--- src/rtl/ifu_pkg.sv ---
package ifu_pkg;
    parameter int unsigned WORD_W     = 12;
    parameter int unsigned ADDR_W     = 15;
    parameter int unsigned FIELD_W    = 3;
    parameter int unsigned LINE_WORDS = 8;
    parameter int unsigned GEN_W      = 4;

    localparam int unsigned OFS_W    = $clog2(LINE_WORDS);
    localparam int unsigned LINE_W   = ADDR_W - OFS_W;
    localparam int unsigned OFFSET_W = ADDR_W - FIELD_W;
    localparam int unsigned DATA_W   = LINE_WORDS * WORD_W;

    typedef logic [ADDR_W-1:0] pc_t;
    typedef logic [LINE_W-1:0] line_t;
    typedef logic [DATA_W-1:0] ldata_t;
    typedef logic [GEN_W-1:0]  gen_t;

    typedef struct packed {
        logic   first;
        gen_t   gen;
        pc_t    pc;
        ldata_t data;
    } bundle_t;

    function automatic line_t line_of(input pc_t pc);
        return pc[ADDR_W-1:OFS_W];
    endfunction

    function automatic pc_t next_line_pc(input pc_t pc);
        logic [OFFSET_W-1:0] off;
        off = pc[OFFSET_W-1:0] & ~OFFSET_W'(LINE_WORDS - 1);
        off = off + OFFSET_W'(LINE_WORDS);
        return {pc[ADDR_W-1:OFFSET_W], off};
    endfunction
endpackage

--- src/rtl/ifu_line_buffer.sv ---
module ifu_line_buffer import ifu_pkg::*; #(
    parameter int unsigned ENTRIES = 4
) (
    input  logic   clk,
    input  logic   rst,
    input  line_t  look_line,
    output logic   hit,
    output ldata_t rd_data,
    input  logic   wr_en,
    input  line_t  wr_line,
    input  ldata_t wr_data
);
    localparam int unsigned IDX_W = (ENTRIES > 1) ? $clog2(ENTRIES) : 1;

    logic [ENTRIES-1:0] valid_q;
    line_t              tag_q  [ENTRIES];
    ldata_t             data_q [ENTRIES];
    logic [IDX_W-1:0]   victim_q;
    logic [ENTRIES-1:0] match;
    logic [ENTRIES-1:0] wmatch;

    for (genvar i = 0; i < ENTRIES; i++) begin : g_cmp
        assign match[i]  = valid_q[i] && (tag_q[i] == look_line);
        assign wmatch[i] = valid_q[i] && (tag_q[i] == wr_line);
    end

    assign hit = |match;

    always_comb begin
        rd_data = '0;
        for (int i = 0; i < ENTRIES; i++)
            if (match[i]) rd_data = data_q[i];
    end

    always_ff @(posedge clk) begin
        if (rst) begin
            valid_q  <= '0;
            victim_q <= '0;
        end else if (wr_en) begin
            if (|wmatch) begin
                for (int i = 0; i < ENTRIES; i++)
                    if (wmatch[i]) data_q[i] <= wr_data;
            end else begin
                valid_q[victim_q] <= 1'b1;
                tag_q[victim_q]   <= wr_line;
                data_q[victim_q]  <= wr_data;
                victim_q <= (victim_q == IDX_W'(ENTRIES - 1)) ? '0 : victim_q + 1'b1;
            end
        end
    end


    single_match_chk: assert property (@(posedge clk) disable iff (rst)
        $onehot0(match));


    rewrite_present_chk: assert property (@(posedge clk) disable iff (rst)
        (wr_en && (|wmatch)) |=> $stable(victim_q));
endmodule

--- src/rtl/ifu_seq.sv ---
module ifu_seq import ifu_pkg::*; #(
    parameter pc_t RESET_PC = '0
) (
    input  logic clk,
    input  logic rst,
    input  logic restart_valid,
    input  pc_t  restart_pc,
    input  logic hit,
    input  logic cmd_ready,
    input  logic rsp_valid,
    input  logic bnd_ready,
    output pc_t  pc,
    output logic first,
    output logic cmd_valid,
    output logic bnd_valid
);
    logic pend_q;

    assign cmd_valid = !pend_q && !hit && !restart_valid;
    assign bnd_valid = hit && !restart_valid;

    always_ff @(posedge clk) begin
        if (rst) begin
            pc     <= RESET_PC;
            pend_q <= 1'b0;
            first  <= 1'b1;
        end else if (restart_valid) begin
            pc     <= restart_pc;
            pend_q <= 1'b0;
            first  <= 1'b1;
        end else begin
            if (bnd_valid && bnd_ready) begin
                pc    <= next_line_pc(pc);
                first <= 1'b0;
            end
            if (cmd_valid && cmd_ready) pend_q <= 1'b1;
            else if (rsp_valid)         pend_q <= 1'b0;
        end
    end


    line_step_chk: assert property (@(posedge clk) disable iff (rst)
        (bnd_valid && bnd_ready) |=> (pc == next_line_pc($past(pc))));


    field_keep_chk: assert property (@(posedge clk) disable iff (rst)
        (bnd_valid && bnd_ready) |=> (pc[ADDR_W-1:OFFSET_W] == $past(pc[ADDR_W-1:OFFSET_W])));


    stall_hold_chk: assert property (@(posedge clk) disable iff (rst)
        (bnd_valid && !bnd_ready) |=> $stable(pc));


    redirect_load_chk: assert property (@(posedge clk) disable iff (rst)
        restart_valid |=> (pc == $past(restart_pc) && !pend_q));
endmodule

--- src/rtl/fetch_unit.sv ---
module fetch_unit import ifu_pkg::*; #(
    parameter int unsigned ENTRIES  = 4,
    parameter pc_t         RESET_PC = '0
) (
    input  logic              clk,
    input  logic              rst,
    input  logic [GEN_W-1:0]  gen_in,
    input  logic              restart_valid,
    input  logic [ADDR_W-1:0] restart_pc,
    output logic              cmd_valid,
    input  logic              cmd_ready,
    output logic [LINE_W-1:0] cmd_line,
    input  logic              rsp_valid,
    input  logic [LINE_W-1:0] rsp_line,
    input  logic [DATA_W-1:0] rsp_data,
    output logic              bnd_valid,
    input  logic              bnd_ready,
    output logic [ADDR_W-1:0] bnd_pc,
    output logic [GEN_W-1:0]  bnd_gen,
    output logic              bnd_first,
    output logic [DATA_W-1:0] bnd_data
);
    pc_t     pc;
    logic    hit;
    logic    first;
    ldata_t  line_data;
    bundle_t bnd;

    ifu_line_buffer #(.ENTRIES(ENTRIES)) u_buf (
        .clk      (clk),
        .rst      (rst),
        .look_line(line_of(pc)),
        .hit      (hit),
        .rd_data  (line_data),
        .wr_en    (rsp_valid),
        .wr_line  (rsp_line),
        .wr_data  (rsp_data)
    );

    ifu_seq #(.RESET_PC(RESET_PC)) u_seq (
        .clk          (clk),
        .rst          (rst),
        .restart_valid(restart_valid),
        .restart_pc   (restart_pc),
        .hit          (hit),
        .cmd_ready    (cmd_ready),
        .rsp_valid    (rsp_valid),
        .bnd_ready    (bnd_ready),
        .pc           (pc),
        .first        (first),
        .cmd_valid    (cmd_valid),
        .bnd_valid    (bnd_valid)
    );

    assign cmd_line = line_of(pc);

    always_comb begin
        bnd.first = first;
        bnd.gen   = gen_in;
        bnd.pc    = pc;
        bnd.data  = line_data;
    end

    assign bnd_pc    = bnd.pc;
    assign bnd_gen   = bnd.gen;
    assign bnd_first = bnd.first;
    assign bnd_data  = bnd.data;


    fill_on_miss_chk: assert property (@(posedge clk) disable iff (rst)
        cmd_valid |-> !hit);


    one_fill_chk: assert property (@(posedge clk) disable iff (rst)
        (cmd_valid && cmd_ready) |=> !cmd_valid);


    quiet_on_redirect_chk: assert property (@(posedge clk) disable iff (rst)
        restart_valid |-> !bnd_valid);
endmodule

--- config.mk ---
export PLATFORM = sky130hd
export DESIGN_NAME = fetch_unit
export DESIGN_NICKNAME = d
export VERILOG_FILES = /design/src/rtl/ifu_pkg.sv /design/src/rtl/ifu_line_buffer.sv /design/src/rtl/ifu_seq.sv /design/src/rtl/fetch_unit.sv
export SDC_FILE = /design/constraint.sdc
export NUM_CORES = 1
export LEC_CHECK = 0
export BUFFER_PORTS_ARGS = -buffer_cell sky130_fd_sc_hd__buf_4
export CORE_MARGIN = 2
export CORE_UTILIZATION = 57
export DETAILED_ROUTE_END_ITERATION = 12
export GPL_TIMING_DRIVEN = 1
export HOLD_SLACK_MARGIN = 0.03
export PLACE_DENSITY = 0.77
export SKIP_LAST_GASP = 1
export SLEW_MARGIN = 5
export SYNTH_ARGS = -nofsm -noshare
export SYNTH_HDL_FRONTEND = slang
export SYNTH_HIERARCHICAL = 1
export SYNTH_SLANG_ARGS = --single-unit
--- constraint.sdc ---
create_clock -name clk -period 10.2 [get_ports clk]
set_input_delay 0.51 -clock clk [delete_from_list [all_inputs] [get_ports clk]]
set_output_delay 0.51 -clock clk [all_outputs]
set_load 0.05 [all_outputs]
==> results of run 1 <==
==> per-stage QoR <==
stage | total power, mW | instances
6_report | 3.91 | 1982
5_1_grt | 4.03 | 1982
4_1_cts | 3.94 | 1981
3_5_place_dp | 2.35 | 1896
3_3_place_gp | 2.34 | 1896
2_1_floorplan | 2.26 | 1286
==> state kept, by name (all words and copies together) (netlist names) <==
| signal | count |
|---|---|
| u_seq/pend_q | 1 |
| u_buf/victim_q | 2 |
| u_buf/data_q | 384 |
| u_buf/valid_q | 4 |
| u_seq/first | 1 |
| u_buf/tag_q | 48 |
| u_seq/pc | 15 |
==> area by class of cell <==
| type | instances | area [um2] |
|---|---|---|
| inverter | 4 | 15.0 |
| multi-input combinational | 723 | 4880 |
| clock inverter | 28 | 245 |
| timing repair buffer | 272 | 2040 |
| tap | 442 | 553 |
| clock buffer | 57 | 1190 |
| antenna | 1 | 2.50 |
| fill | 2266 | 10200 |
| sequential | 455 | 13400 |
==> critical path, delay by kind of cell, from the launching register on <==
| family | cells | cell delay, ps |
|---|---|---|
| AND/OR/NAND/NOR | 3 | 1240 |
| buffers and inverters | 2 | 670 |
| flip-flops | 1 | 650 |
| multiplexers | 1 | 290 |
| XOR/XNOR | 1 | 240 |
| AO/OA/AOI/OAI | 1 | 120 |
==> synthesized netlist by cell type (16+ instances only) <==
cell	n	area share, %
clkbuf_1	50	1.0
nand3_1	82	2.2
a21oi_1	201	5.3
nand3_2	31	1.6
edfxtp_1	432	69
nand4_1	16	0.53
xnor2_1	93	4.3
nor2_1	114	2.3
mux2_2	96	5.7
dfxtp_1	23	2.4
buf_2	21	0.56
buf_4	20	0.80
==> cell families (layout without fill, tap and decap cells) <==
| family | Yosys count | after routing |
|---|---|---|
| compound gates | 224 | 224 |
| xor+xnor | 98 | 98 |
| fa+ha+maj | 5 | 5 |
| buf+inv | 108 | 361 |
| flops | 455 | 455 |
| mux | 100 | 100 |
| other cells | 0 | 1 |
| simple gates | 296 | 296 |
==> metal layers <==
layer / share of wire [%] / global-route usage (%) / vias to the layer above / wire length [um]
li1: - / - / 5225 / -
met1: 42 / 34.0 / 5681 / 18100
met2: 48 / 40.3 / 528 / 20500
met3: 7.7 / 4.36 / 70 / 3310
met4: 2.2 / 6.36 / 0 / 926
met5: 0 / 0 / - / 0
==> layout by cell type (no fill, tap or decap), drive strengths merged, types with 5 or more instances in the layout <==
cell    netlist  layout
nor3          6       6
mux2         96      96
nand4        17      17
dfxtp        23      23
xor2          5       5
a21oi       201     201
edfxtp      432     432
nand3       113     113
xnor2        93      93
clkbuf       50      57
and2          6       6
ha            5       5
nand2        14      14
buf          54     272
a311oi        5       5
nor4          9       9
clkinv        0      21
nor2        114     114
inv           4       6
==> worst max path at each step <==
stage	depth (start not counted)	start	endpoint	slack [ps]
6_report	8	u_seq/pc[11]	bnd_data[13]	5830
5_1_grt	8	u_seq/pc[11]	bnd_data[12]	5720
4_1_cts	8	u_seq/pc[11]	bnd_data[19]	5850
3_5_place_dp	8	rsp_line[6]	u_buf/data_q[0][39]	6400
3_3_place_gp	8	rsp_line[1]	u_buf/data_q[1][19]	6370
2_1_floorplan	6	rsp_line[6]	u_buf/data_q[3][0]	880
==> where the power goes <==
| group | leakage, nW | switching [mW] | total (mW) | internal (mW) |
|---|---|---|---|---|
| clock | 0.693 | 0.668 | 1.60 | 0.931 |
| sequential | 4.11 | 0.0281 | 2.13 | 2.10 |
| combinational | 2.95 | 0.110 | 0.180 | 0.0700 |
| total | 7.76 | 0.806 | 3.91 | 3.10 |
==> run_results.csv, run 1 <==
group,metric,value,unit
floorplan,placementRows,66,
sta,period_minus_slack,4370,ps
clock_tree,path_clk_slew,60,ps
sta,final.period_utilization,42.8,%
setup_path,reg2reg_depth,9,
outcome,status,"finished clean",
global_route,grt_overflow_total,0,
layout,final_util,68.7,%
logic_synthesis,synthCells,1286,
logic_synthesis,syn_area,18800,um2
clock_tree,ctsHoldBuffers,0,
floorplan,core_area,32500,um2
global_route,antenna_found_initial,1,
placed_design,io_buffer_count,254,
placed_design,place_congestion,0.949,
clock_tree,htreeDepth,2,
sta,grt_setup_unrepaired,"false",
pwr,p_leak,7.76,nW
setup_path,max_stage_delay,830,ps
sta,layout_setup_ws,5830,ps
logic_synthesis,synth_xor_area_share,4.56,%
setup_path,cp_max_fo,62,
sta,max_slew_margin,30.3,%
setup_path,timing.rr.start,"u_seq/pc[7]",
clock_tree,clock-sinks,455,
clock_tree,numCtsBuffers,46,
setup_path,arrival,3860,ps
sta,whs,164,ps
layout,syn_to_final_growth,18.8,%
logic_synthesis,synth_edf_count,432,
logic_synthesis,ys.flop_type,"edfxtp_1",
placed_design,dpl_cell_area,20900,um2
route,antenna_left,0,
logic_synthesis,synth_top_family_by_area,"simple AND/OR/NAND/NOR gates",
setup_path,crit_path_start_kind,"flop",
route,drt_iter0_markers,969,
route,drtPass1Iterations,5,
clock_tree,cts_root_buf,"clkbuf_16",
setup_path,cp_slowest_cell,"or4_4",
worst_hold_path,hold_class,"primary input to flop",
clock_tree,postCtsSetupBuffers,0,
floorplan,die-width,186,um
sta,tns,0,ps
logic_synthesis,synth-compound-area-share,6.26,%
placed_design,dp_slack,6400,ps
global_route,grt_first_pass_wirelength,64200,um
logic_synthesis,ys_async_sr_fraction,0,%
sta,hold_violations,0,
layout,final_nets,1640,
logic_synthesis,ys_warn_count,6,
logic_synthesis,synth-simple-area-share,8.47,%
clock_tree,cts_resized,0,
global_route,grt_max_degree,70,
clock_tree,insertion_delay,550,ps
worst_hold_path,holdPathStages,1,
floorplan,initial_core_util,57.9,%
clock_tree,clockBufferDepth,3,
route,vias_per_cell,5.80,
worst_hold_path,min-delay-start,"rsp_data[38]",
logic_synthesis,avgSynthCellArea,14.6,um2
route,vias,11504,
setup_path,crit_chain,"xnor2_1 > nand4_1 > or4_4 > buf_4 > nand3_1 > a21oi_1 > mux2_2 > buf_4",
pwr,irDropWorstVdd,0.154,mV
route,drc_errors,0,
setup_path,critPathCaptureType,"output port",
sta,drv_slew,0,
job,drv_cap,0,
setup_path,r2r_end,"u_seq/pc[8]",
global_route,grt.total_usage,24.5,%
route,routed_wl,42800,um
sta,tightestPinTransition,1040,ps
floorplan,die_h,186,um
route,wire_per_inst,21.6,um
sta,fmax,229,MHz
logic_synthesis,ys_ff_latch,455,
setup_path,reg2reg_slack,6500,ps
setup_path,crit_type,"flop to output port",
sta,worst_clock_skew,23.4,ps
sta,setup_viol,0,
clock_tree,cts_tree,"yes",
global_route,grt_pass1_vias,11529,
placed_design,hpwl,25500,um
pwr,cellPowerDensity,175,nW/um2
logic_synthesis,synthAdderAreaFrac,0.332,%
layout,drive_gt1_share,30.5,%
logic_synthesis,muxShareOfSynthArea,5.95,%
logic_synthesis,ys_seq_area_share,71.3,%
layout,finalInstanceArea,22400,um2
setup_path,cp_common_cell,"buf_4",
floorplan,ios,263,
worst_hold_path,whs_endpoint,"u_buf/data_q[1][38]",
logic_synthesis,syn_nets,1424,
setup_path,cp.required,9690,ps
floorplan,die_area,34500,um2
logic_synthesis,synthDistinctLibCells,45,
Note: power is estimated with default switching activity, not from simulation.
==> run 2, diff against run 1 <==
clock period = 4.1 ns   (was 10.2 ns; I/O delays follow)
==> run_results.csv, run 2 (synthesis gave the netlist of run 1 again) <==
group,metric,value,unit
floorplan,ios,263,
sta,max_slew_margin,39.1,%
sta,drv_slew,0,
layout,final_cell_mix,"edfxtp_1 (432), buf_4 (266), a21oi_1 (200), dlygate4sd3_1 (128), nor2_1 (112)",
pwr,irDropWorstVdd,0.394,mV
route,routed_wl,44500,um
worst_hold_path,min-delay-start,"restart_pc[10]",
clock_tree,cts_resized,0,
placed_design,io_buffer_count,254,
floorplan,die-width,186,um
layout,final_nets,1769,
clock_tree,insertion_delay,540,ps
route,drc_errors,0,
layout,syn_to_final_growth,25.9,%
layout,final_util,72.9,%
setup_path,max_stage_delay,860,ps
placed_design,hpwl,24800,um
layout,layout_commonest_cell,"edfxtp_1",
floorplan,initial_core_util,57.9,%
setup_path,crit_start,"u_seq/pc[11]",
setup_path,cp.required,3890,ps
sta,fmax,263,MHz
setup_path,crit_chain,"xnor2_1 > nand4_1 > or4_4 > buf_12 > nand3_1 > a21oi_1 > mux2_2 > buf_4",
clock_tree,clockBufferDepth,3,
global_route,grt_pass1_vias,12184,
layout,top_register,"u_buf/data_q",
global_route,grt_max_degree,84,
clock_tree,clock-sinks,455,
global_route,grt_overflow_total,0,
sta,grt_setup_unrepaired,"false",
global_route,grt.total_usage,25.5,%
clock_tree,postCtsSetupBuffers,0,
layout,top_regs,"u_buf/data_q x384, u_buf/tag_q x48, u_seq/pc x15",
global_route,antenna_found_initial,2,
route,wire_per_inst,21.1,um
clock_tree,htreeDepth,2,
sta,setup_viol,0,
route,vias,12020,
setup_path,cp_slowest_cell,"or4_4",
clock_tree,cts_tree,"yes",
setup_path,critPathCaptureType,"output port",
route,drt_iter0_markers,1007,
worst_hold_path,hold_class,"primary input to flop",
clock_tree,numCtsBuffers,44,
setup_path,crit_type,"flop to output port",
route,antenna_left,0,
sta,final.period_utilization,92.6,%
job,drv_cap,0,
floorplan,placementRows,66,
global_route,grt_first_pass_wirelength,67500,um
floorplan,die_h,186,um
floorplan,core_area,32500,um2
clock_tree,cts_root_buf,"clkbuf_16",
sta,worst_clock_skew,20.5,ps
clock_tree,path_clk_slew,70,ps
sta,whs,78.4,ps
outcome,status,"finished clean",
sta,period_minus_slack,3800,ps
pwr,cellPowerDensity,404,nW/um2
route,drtPass1Iterations,5,
sta,tightestPinTransition,905,ps
floorplan,die_area,34500,um2
layout,drive_gt1_share,28.8,%
clock_tree,ctsHoldBuffers,128,
sta,hold_violations,0,
setup_path,crit_path_start_kind,"flop",
layout,largest_reg_flops,384,
sta,tns,0,ps
setup_path,cp_max_fo,50,
placed_design,place_congestion,0.893,
pwr,power,9.58,mW
setup_path,arrival,3590,ps
pwr,p_leak,8.33,nW
setup_path,timing.rr.start,"u_seq/pc[4]",
route,vias_per_cell,5.70,
==> run 2: metrics by stage <==
stage          cells  setup slack, ps  area [um2]
2_1_floorplan   1286             16.0       18900
3_3_place_gp    1899              964       21100
3_5_place_dp    1899              950       21100
4_1_cts         2107              383       23700
5_1_grt         2109              212       23700
6_report        2109              305       23700
==> run 2: layout make-up <==
| class | count | area (um2) |
|---|---|---|
| sequential | 455 | 13400 |
| fill | 2068 | 8830 |
| multi-input combinational | 723 | 4910 |
| timing repair buffer | 403 | 3460 |
| clock buffer | 52 | 1160 |
| tap | 442 | 553 |
| clock inverter | 28 | 170 |
| inverter | 4 | 15.0 |
| antenna | 2 | 5.00 |
==> run 2: power by group <==
| group | total [mW] | switching, mW | internal [mW] |
|---|---|---|---|
| registers | 5.28 | 0.0635 | 5.22 |
| logic | 0.571 | 0.308 | 0.262 |
| clock network | 3.72 | 1.64 | 2.09 |
==> run 2: path summary, 6_finish.rpt <==
check	end	slack, ps	cells after the start
max reg2reg	u_seq/pc[4]	780	10
max	bnd_data[56]	300	8
min	u_seq/pc[10]	80	4
min reg2reg	u_seq/first	490	1
==> run 2: layer usage <==
metal / up-vias / global-route usage [%] / part of all wire (%) / routed length, um
li1: 5481 / - / - / -
met1: 5940 / 34.7 / 40 / 18000
met2: 537 / 42.2 / 49 / 22000
met3: 62 / 5.32 / 8.2 / 3640
met4: 0 / 7.06 / 1.9 / 859
met5: - / 0 / 0 / 0
==> run 2: critical path: cells and delay by family, from the launching register on <==
kind            cells  cell delay (ps)
simple gates        3             1270
flops               1              670
buf+inv             2              510
mux                 1              260
xor+xnor            1              200
compound gates      1               80
